**src/rtl/hfc_pkg.sv**
```systemverilog
package hfc_pkg;
  localparam int CTRL_W      = 32;
  localparam int MODE_W      = 3;
  localparam int MODE_LSB    = 0;
  localparam int START_BIT   = 4;
  localparam int DMA_IN_BIT  = 8;
  localparam int DMA_OUT_BIT = 9;
  localparam int SWAP_BIT    = 12;

  localparam logic [MODE_W-1:0] HASH_MODE_LO = 3'd1;
  localparam logic [MODE_W-1:0] HASH_MODE_HI = 3'd3;

  typedef enum logic [1:0] {
    ST_IDLE = 2'd0,
    ST_INIT = 2'd1,
    ST_LOAD = 2'd2,
    ST_BUSY = 2'd3
  } seq_state_e;

  typedef struct packed {
    logic              swap;
    logic              dma_out;
    logic              dma_in;
    logic [MODE_W-1:0] mode;
  } ctrl_fields_t;

  function automatic logic is_hash_mode(input logic [MODE_W-1:0] m);
    return (m >= HASH_MODE_LO) && (m <= HASH_MODE_HI);
  endfunction
endpackage

```
**src/rtl/hfc_ctrl_reg.sv**
```systemverilog
module hfc_ctrl_reg
  import hfc_pkg::*;
(
  input  logic                clk,
  input  logic                rst_n,
  input  logic                reg_wr,
  input  logic [CTRL_W-1:0]   reg_wdata,
  output ctrl_fields_t        fields,
  output logic                start_cmd,
  output logic [MODE_W-1:0]   start_mode,
  output logic [CTRL_W-1:0]   reg_rdata
);
  ctrl_fields_t fields_q, fields_d;
  logic         fields_en;

  assign fields_en = reg_wr;

  always_comb begin
    fields_d         = fields_q;
    fields_d.mode    = reg_wdata[MODE_LSB +: MODE_W];
    fields_d.dma_in  = reg_wdata[DMA_IN_BIT];
    fields_d.dma_out = reg_wdata[DMA_OUT_BIT];
    fields_d.swap    = reg_wdata[SWAP_BIT];
  end

  always_ff @(posedge clk or negedge rst_n) begin
    if (!rst_n)         fields_q <= '0;
    else if (fields_en) fields_q <= fields_d;
  end

  // start is a command: decoded from the write, never stored
  assign start_cmd  = reg_wr & reg_wdata[START_BIT];
  assign start_mode = reg_wdata[MODE_LSB +: MODE_W];
  assign fields     = fields_q;

  always_comb begin
    reg_rdata                         = '0;
    reg_rdata[MODE_LSB +: MODE_W]     = fields_q.mode;
    reg_rdata[DMA_IN_BIT]             = fields_q.dma_in;
    reg_rdata[DMA_OUT_BIT]            = fields_q.dma_out;
    reg_rdata[SWAP_BIT]               = fields_q.swap;
  end

  p_field_store_r2: assert property (@(posedge clk) disable iff (!rst_n)
    reg_wr |=> (reg_rdata[MODE_LSB +: MODE_W] == $past(reg_wdata[MODE_LSB +: MODE_W]))
               && (reg_rdata[SWAP_BIT] == $past(reg_wdata[SWAP_BIT])));
endmodule

```
**src/rtl/hfc_byte_order.sv**
```systemverilog
module hfc_byte_order #(
  parameter int WORD_W = 32
) (
  input  logic              swap,
  input  logic [WORD_W-1:0] din,
  output logic [WORD_W-1:0] dout
);
  localparam int NBYTES = WORD_W / 8;

  logic [WORD_W-1:0] reversed;

  for (genvar b = 0; b < NBYTES; b++) begin : g_byte
    assign reversed[8*b +: 8] = din[8*(NBYTES-1-b) +: 8];
  end

  assign dout = swap ? reversed : din;
endmodule

```
**src/rtl/hfc_word_buffer.sv**
```systemverilog
module hfc_word_buffer #(
  parameter int WORD_W = 32,
  parameter int DEPTH  = 16
) (
  input  logic                    clk,
  input  logic                    rst_n,
  input  logic                    clr,
  input  logic                    take,
  input  logic [WORD_W-1:0]       wdata,
  output logic                    last,
  output logic [DEPTH*WORD_W-1:0] blk_flat
);
  localparam int CNT_W = (DEPTH > 1) ? $clog2(DEPTH) : 1;
  localparam logic [CNT_W-1:0] LAST_SLOT = CNT_W'(DEPTH - 1);

  logic [CNT_W-1:0] cnt_q, cnt_d;
  logic             cnt_en;

  assign last   = (cnt_q == LAST_SLOT);
  assign cnt_en = clr | take;

  always_comb begin
    if (clr)       cnt_d = '0;
    else if (last) cnt_d = '0;
    else           cnt_d = cnt_q + 1'b1;
  end

  always_ff @(posedge clk or negedge rst_n) begin
    if (!rst_n)      cnt_q <= '0;
    else if (cnt_en) cnt_q <= cnt_d;
  end

  for (genvar s = 0; s < DEPTH; s++) begin : g_slot
    logic [WORD_W-1:0] slot_q;
    logic              slot_en;

    assign slot_en = take & ~clr & (cnt_q == CNT_W'(s));

    always_ff @(posedge clk or negedge rst_n) begin
      if (!rst_n)       slot_q <= '0;
      else if (slot_en) slot_q <= wdata;
    end

    assign blk_flat[s*WORD_W +: WORD_W] = slot_q;
  end

  p_slot_advance_r5: assert property (@(posedge clk) disable iff (!rst_n)
    (take && !clr && !last) |=> (cnt_q == $past(cnt_q) + 1'b1));

  p_wrap_after_last_r6: assert property (@(posedge clk) disable iff (!rst_n)
    (take && !clr && last) |=> (cnt_q == '0));

  p_clear_on_start_r11: assert property (@(posedge clk) disable iff (!rst_n)
    clr |=> (cnt_q == '0));
endmodule

```
**src/rtl/hfc_seq.sv**
```systemverilog
module hfc_seq
  import hfc_pkg::*;
(
  input  logic              clk,
  input  logic              rst_n,
  input  logic              start_cmd,
  input  logic [MODE_W-1:0] start_mode,
  input  logic              dma_in,
  input  logic              dma_out,
  input  logic              din_wr,
  input  logic              dma_ack,
  input  logic              core_done,
  input  logic              last,
  output logic              take,
  output logic              waiting,
  output logic              core_init,
  output logic              core_start,
  output logic              dma_req,
  output logic              digest_irq,
  output logic              drain_req,
  output logic              overrun
);
  seq_state_e state_q, state_d;
  logic       start_q, start_d;
  logic       irq_q, irq_d;
  logic       drain_q, drain_d;
  logic       ovr_q, ovr_d;
  logic       in_load, in_busy, finish;

  assign in_load = (state_q == ST_LOAD);
  assign in_busy = (state_q == ST_BUSY);

  assign take   = in_load & ~start_cmd & (dma_in ? dma_ack : din_wr);
  assign finish = in_busy & core_done & ~start_cmd;

  always_comb begin
    state_d = state_q;
    if (start_cmd) begin
      state_d = is_hash_mode(start_mode) ? ST_INIT : ST_IDLE;
    end else begin
      unique case (state_q)
        ST_IDLE: state_d = ST_IDLE;
        ST_INIT: state_d = ST_LOAD;
        ST_LOAD: if (take && last) state_d = ST_BUSY;
        ST_BUSY: if (core_done)    state_d = ST_LOAD;
        default: state_d = ST_IDLE;
      endcase
    end
  end

  always_comb begin
    start_d = take & last;
    irq_d   = finish & ~dma_out;
    drain_d = finish &  dma_out;
    if (start_cmd) ovr_d = 1'b0;
    else           ovr_d = ovr_q | (din_wr & ~in_load);
  end

  always_ff @(posedge clk or negedge rst_n) begin
    if (!rst_n) begin
      state_q <= ST_IDLE;
      start_q <= 1'b0;
      irq_q   <= 1'b0;
      drain_q <= 1'b0;
      ovr_q   <= 1'b0;
    end else begin
      state_q <= state_d;
      start_q <= start_d;
      irq_q   <= irq_d;
      drain_q <= drain_d;
      ovr_q   <= ovr_d;
    end
  end

  assign waiting    = in_load;
  assign core_init  = (state_q == ST_INIT);
  assign core_start = start_q;
  assign dma_req    = in_load & dma_in;
  assign digest_irq = irq_q;
  assign drain_req  = drain_q;
  assign overrun    = ovr_q;

  p_init_one_cycle_r3: assert property (@(posedge clk) disable iff (!rst_n)
    (core_init && !start_cmd) |=> (waiting && !core_init));

  p_idle_mode_r4: assert property (@(posedge clk) disable iff (!rst_n)
    (start_cmd && !is_hash_mode(start_mode)) |=> (!waiting && !core_init));

  p_launch_not_waiting_r6: assert property (@(posedge clk) disable iff (!rst_n)
    core_start |-> !waiting);

  p_hold_until_done_r6: assert property (@(posedge clk) disable iff (!rst_n)
    (in_busy && !core_done && !start_cmd) |=> !waiting);

  p_req_held_r7: assert property (@(posedge clk) disable iff (!rst_n)
    (dma_req && !dma_ack && !start_cmd && dma_in) |=> dma_req);

  p_irq_from_done_r8: assert property (@(posedge clk) disable iff (!rst_n)
    (digest_irq || drain_req) |-> $past(core_done));

  p_overrun_sticky_r10: assert property (@(posedge clk) disable iff (!rst_n)
    (overrun && !start_cmd) |=> overrun);

  p_abort_no_launch_r11: assert property (@(posedge clk) disable iff (!rst_n)
    start_cmd |=> (!core_start && !digest_irq && !drain_req));
endmodule

```
**src/rtl/hash_front_ctrl.sv**
```systemverilog
module hash_front_ctrl
  import hfc_pkg::*;
#(
  parameter int WORD_W    = 32,
  parameter int BLK_WORDS = 16
) (
  input  logic                        clk,
  input  logic                        rst_n,
  input  logic                        reg_wr,
  input  logic [CTRL_W-1:0]           reg_wdata,
  output logic [CTRL_W-1:0]           reg_rdata,
  input  logic                        din_wr,
  input  logic [WORD_W-1:0]           din_data,
  output logic                        dma_req,
  input  logic                        dma_ack,
  input  logic [WORD_W-1:0]           dma_data,
  output logic                        waiting,
  output logic                        overrun,
  output logic                        core_init,
  output logic                        core_start,
  input  logic                        core_done,
  output logic [BLK_WORDS*WORD_W-1:0] blk_data,
  output logic                        digest_irq,
  output logic                        drain_req
);
  ctrl_fields_t      fields;
  logic              start_cmd;
  logic [MODE_W-1:0] start_mode;
  logic              take, last;
  logic [WORD_W-1:0] raw_word, ordered_word;

  hfc_ctrl_reg u_ctrl (
    .clk        (clk),
    .rst_n      (rst_n),
    .reg_wr     (reg_wr),
    .reg_wdata  (reg_wdata),
    .fields     (fields),
    .start_cmd  (start_cmd),
    .start_mode (start_mode),
    .reg_rdata  (reg_rdata)
  );

  hfc_seq u_seq (
    .clk        (clk),
    .rst_n      (rst_n),
    .start_cmd  (start_cmd),
    .start_mode (start_mode),
    .dma_in     (fields.dma_in),
    .dma_out    (fields.dma_out),
    .din_wr     (din_wr),
    .dma_ack    (dma_ack),
    .core_done  (core_done),
    .last       (last),
    .take       (take),
    .waiting    (waiting),
    .core_init  (core_init),
    .core_start (core_start),
    .dma_req    (dma_req),
    .digest_irq (digest_irq),
    .drain_req  (drain_req),
    .overrun    (overrun)
  );

  assign raw_word = fields.dma_in ? dma_data : din_data;

  hfc_byte_order #(.WORD_W(WORD_W)) u_order (
    .swap (fields.swap),
    .din  (raw_word),
    .dout (ordered_word)
  );

  hfc_word_buffer #(.WORD_W(WORD_W), .DEPTH(BLK_WORDS)) u_buf (
    .clk      (clk),
    .rst_n    (rst_n),
    .clr      (start_cmd),
    .take     (take),
    .wdata    (ordered_word),
    .last     (last),
    .blk_flat (blk_data)
  );

  p_buffer_frozen_r10: assert property (@(posedge clk) disable iff (!rst_n)
    (!waiting && !start_cmd) |=> $stable(blk_data));

  p_no_req_idle_r7: assert property (@(posedge clk) disable iff (!rst_n)
    !waiting |-> !dma_req);
endmodule

```
**config.mk**
```make
export PLATFORM = sky130hd
export DESIGN_NAME = hash_front_ctrl
export DESIGN_NICKNAME = d
export VERILOG_FILES = /design/src/rtl/hfc_pkg.sv /design/src/rtl/hfc_ctrl_reg.sv /design/src/rtl/hfc_byte_order.sv /design/src/rtl/hfc_word_buffer.sv /design/src/rtl/hfc_seq.sv /design/src/rtl/hash_front_ctrl.sv
export SDC_FILE = /design/constraint.sdc
export NUM_CORES = 1
export LEC_CHECK = 0
export ABC_AREA = 0
export CAP_MARGIN = 25
export CORE_UTILIZATION = 25
export CTS_BUF_LIST = sky130_fd_sc_hd__clkbuf_8
export CTS_CLUSTER_DIAMETER = 200
export DETAILED_ROUTE_END_ITERATION = 10
export REMOVE_ABC_BUFFERS = 1
export SLEW_MARGIN = 5
export SYNTH_ARGS = -nofsm -noshare
export SYNTH_HDL_FRONTEND = slang
export SYNTH_HIERARCHICAL = 1
export SYNTH_SLANG_ARGS = --single-unit
```
**constraint.sdc**
```tcl
create_clock -name clk -period 2.8 [get_ports clk]
set_clock_uncertainty 0.1 [all_clocks]
set_input_delay 0.84 -clock clk [delete_from_list [all_inputs] [get_ports clk]]
set_output_delay 0.84 -clock clk [all_outputs]
set_load 0.02 [all_outputs]
```
==> flow_results.org <==
** Pwr
- VDD sags by at most 0.430 mV.
- Leak :: 14.9 nW
- Dividing total power by cell area gives a power density of roughly 640 nW/um^2.

** Place
- Summing all placed instances gives a cell area of 29400 sq um.
- Final weighted congestion of routability-driven global placement :: approximately 0.76
- Before CTS, the worst setup slack after placement is -601 ps.
- The HPWL after detailed placement is between 40 and 50 mm.
- Buffers added on ports :: 601

** Critical path
- Critical R2R Capture :: u_buf/g_slot[8].slot_q[8]
- Worst r2r path cells :: 8
- The critical path starts at reg_wr.
- STA puts the critical path data required time at 3220 ps.
- Critical path destination :: u_buf/g_slot[8].slot_q[8]
- For the worst setup path, the data arrival time is 3130 ps.
- In this run the critical register-to-register path is launched from u_ctrl/fields[3].
- Startpoint Class :: primary input
- Sort of element at the end of the critical path :: flip-flop
- The critical path is of the in -> reg type.
- In this run the register-to-register setup slack is 350 ps.
- CP max FO :: 19

** Floorplan
- I/O pin count :: 653
- The initialized floorplan defines ~110 standard-cell rows.
- The initial utilization of the core area, before any placement, comes to 25.3%.
- The floorplan step set the die width to 296 um.
- The die covers 87500 sq um.
- Core area :: 85300 sq um
- The die is 296 um tall.

** Timing
- Slew Viols, Final :: 0
- Worst slack on hold paths :: 395 ps
- Final Hold Vio Count :: 0
- Across all setup checks in the final design, the least slack found is 88.9 ps.
- Final worst path period need :: 2710 ps
- Setup violation total in the final timing report :: 0
- Timing would allow up to approximately 370 MHz.
- Setup repair after global routing missed its margin :: no
- Final cycle utilization of the critical path :: 96.8%
- Slew at the pin with the worst max-slew slack :: between 500 and 600 ps
- Relative slew margins :: 64.7%

** Synth
- Main flop type after synthesis :: sky130_fd_sc_hd__dfrtp_1
- Of all cell types, the one taking the most synthesized area is sky130_fd_sc_hd__dfrtp_1.
- Yosys Warn Count :: 6
- Number of unique standard cell types used by synthesis :: 35
- After synthesis the cells add up to between 20000 and 25000 sq um.
- Share of the yosys chip area belonging to registers :: between 60% and 70%
- Post-synth ARST share :: 100%
- In the synthesized netlist, the cells that appear most often are 528 x sky130_fd_sc_hd__dfrtp_1, 451 x sky130_fd_sc_hd__mux2_2, 126 x sky130_fd_sc_hd__mux2_4.
- Post-synth EDFFs :: 0
- After technology mapping, the gate count stands at ~1300.
- In the post-synthesis netlist, the biggest area contributors are sky130_fd_sc_hd__dfrtp_1 61%, sky130_fd_sc_hd__mux2_2 24%, sky130_fd_sc_hd__mux2_4 8.8%.
- Flops & latches, synth :: 528
- Averaged over all synthesized cells, the footprint is about 17 sq um.
- In this run the biggest area consumer among cell types represents around three fifths of the synthesized area.
- The most common cell in the synthesized netlist is sky130_fd_sc_hd__dfrtp_1.

** GRT
- The via count of the first global-routing pass came to 14500.
- First-pass GRT wire length :: 98.8 mm
- The number of antenna violations at the first check in global routing is 0.
- Pin count of the biggest net entering global routing :: between 70 and 80
- Global routing consumed, over all layers together, 15.4% of the routing resources.
- Summed over all layers, the global routing overflow is 0.

** Clock tree
- Clock tree synthesis found a total of 528 sinks.
- Clock tree from TritonCTS :: yes
- Worst-Skew Late Latency :: slightly below 700 ps
- Clock slew at the register clock pins of the worst setup and hold paths :: approximately 60 ps
- Buffers inserted during clock tree synthesis total 92.
- After clock tree synthesis, the setup repair step added 0 buffers.
- Worst-case clock buffer depth :: 3
- In this run the number of H-tree levels came out at 3.
- Root Buffer :: sky130_fd_sc_hd__clkbuf_8

** Drt
- The routed layout has 13400 vias.
- Summed over all layers, the routed wires come to around 70 mm.
- Using the TritonRoute via totals, the vias-per-cell ratio works out to 4.21.
- Post-detailed-route count of antenna-violating nets :: 0
- Initial detailed-routing violation count :: about 440
- After detailed routing, the number of remaining DRC violations is 0.
- DRT Pass-1 Iters :: 4
- DR WL/cell :: approximately 22 um

** Final layout
- Total number of nets in the final design :: a little over 2000
- Number of fillers in the final layout :: ~8200
- Final instance area :: 31300 sq um
- Share of final-layout standard cells stronger than drive strength 1 :: 39.9%
- Compared with the post-synthesis result, the final layout area differs by 45.1%.

** Job
- Max-cap check violation count :: 0

** Outcome
- The flow ran to the end, and the final reports show no timing, DRC or antenna violations.

** Worst hold path
- Classification of the worst-slack hold path :: reg -> reg
[report_power, final]
group | switching [mW] | internal (mW) | leakage (nW)
logic | 2.03 | 1.94 | 6.52
registers | 0.354 | 8.23 | 7.26
clock network | 3.27 | 4.12 | 1.12
[state kept, by name, summed over array words and instances, names as in the netlist]
name / flops
u_seq/digest_irq: 1
u_seq/drain_req: 1
u_ctrl/fields: 6
u_buf/g_slot.slot_q: 512
u_seq/overrun: 1
u_seq/core_start: 1
u_seq/state_q: 2
u_buf/cnt_q: 4
[layout make-up]
class | count | area, sq um | area share [%]
repair buffers | 673 | 7030 | 22.4
flip-flops and latches | 528 | 13200 | 42.2
clock buffers | 116 | 1600 | 5.10
multi-input cells | 671 | 7660 | 24.5
inverters | 4 | 15.0 | 0.0479
clock inverters | 51 | 359 | 1.15
well taps | 1144 | 1430 | 4.57
diodes | 2 | 5.00 | 0.0160
[cells in the final DEF (no fill, tap or decap), types with 3 or more instances in the layout]
cell,Yosys,layout
sky130_fd_sc_hd__clkdlybuf4s50_1,0,596
sky130_fd_sc_hd__dfrtp_1,528,526
sky130_fd_sc_hd__mux2_2,451,451
sky130_fd_sc_hd__mux2_4,126,126
sky130_fd_sc_hd__clkbuf_8,0,116
sky130_fd_sc_hd__buf_12,6,38
sky130_fd_sc_hd__buf_4,55,33
sky130_fd_sc_hd__inv_1,3,31
sky130_fd_sc_hd__conb_1,1,26
sky130_fd_sc_hd__clkinv_2,0,14
sky130_fd_sc_hd__nor2_1,17,9
sky130_fd_sc_hd__nor2_4,0,8
sky130_fd_sc_hd__mux2_1,5,5
sky130_fd_sc_hd__bufinv_16,0,4
sky130_fd_sc_hd__a21oi_1,4,4
sky130_fd_sc_hd__ha_1,4,4
sky130_fd_sc_hd__dlygate4sd2_1,0,3
sky130_fd_sc_hd__nand2_1,3,3
sky130_fd_sc_hd__nand3b_1,3,3
sky130_fd_sc_hd__nand2b_4,3,3
[stage by stage]
step	TNS, ps	utilization [%]	total power [mW]	std cells
final	0	36.7	20.0	3189
after global routing	0	36.7	20.8	3187
after CTS	0	36.7	20.3	3187
after detailed placement	-235940	34.4	12.7	3019
after global placement	-243440	34.4	12.7	3019
after floorplan	-801840	-	10.6	1203
[cell families (layout without fill, tap and decap cells)]
logic type               count (synthesis)  count (layout)  synth area share, %
other                                    1              28               0.0174
XOR/XNOR                                 1               1               0.0406
buffers and inverters                  133             844                 4.22
AND/OR/NAND/NOR                         50              50                 1.48
multiplexers                           584             584                 32.6
AO/OA/AOI/OAI                            6               6                0.156
flip-flops                             528             528                 61.2
adder cells (fa/ha/maj)                  4               4                0.232
[per-layer routing]
metal | share of wire [%] | global-route usage, % | vias to the layer above
met5 | 0 | 0 | -
met4 | 2.3 | 4.97 | 0
met3 | 7.8 | 4.71 | 100
met2 | 49 | 25.9 | 504
met1 | 41 | 18.8 | 6950
li1 | - | - | 5865
[how the worst min path moves through the flow]
stage | from | to | slack (ps) | cells after the start
global route | u_buf/g_slot[9].slot_q[22] | u_buf/g_slot[9].slot_q[22] | 410 | 1
detailed placement | u_buf/g_slot[11].slot_q[15] | u_buf/g_slot[11].slot_q[15] | 380 | 1
CTS | u_buf/g_slot[11].slot_q[13] | u_buf/g_slot[11].slot_q[13] | 400 | 1
global placement | u_buf/g_slot[11].slot_q[13] | u_buf/g_slot[11].slot_q[13] | 370 | 1
finish | u_buf/g_slot[11].slot_q[13] | u_buf/g_slot[11].slot_q[13] | 400 | 1
floorplan | u_seq/state_q[1] | u_seq/state_q[1] | 400 | 2
[critical path, stage by stage]
cell	delay [ps]
sky130_fd_sc_hd__clkdlybuf4s50_1	420
sky130_fd_sc_hd__and2_2	220
sky130_fd_sc_hd__nor2b_4	110
sky130_fd_sc_hd__nor3b_2	190
sky130_fd_sc_hd__buf_4	170
sky130_fd_sc_hd__nand2_1	60
sky130_fd_sc_hd__buf_4	180
sky130_fd_sc_hd__nor3_4	280
sky130_fd_sc_hd__buf_12	230
sky130_fd_sc_hd__mux2_2	370
[what timing repair did]
action | 4_1_cts | 5_1_grt
setup endpoints to repair | 4 | 1
gates resized for setup | 5 | 1
cloned | 0 | 0
hold buffers | 1 | 0
endpoints found under the hold margin | 38 | 0
Note: power is estimated with default switching activity, not from simulation.
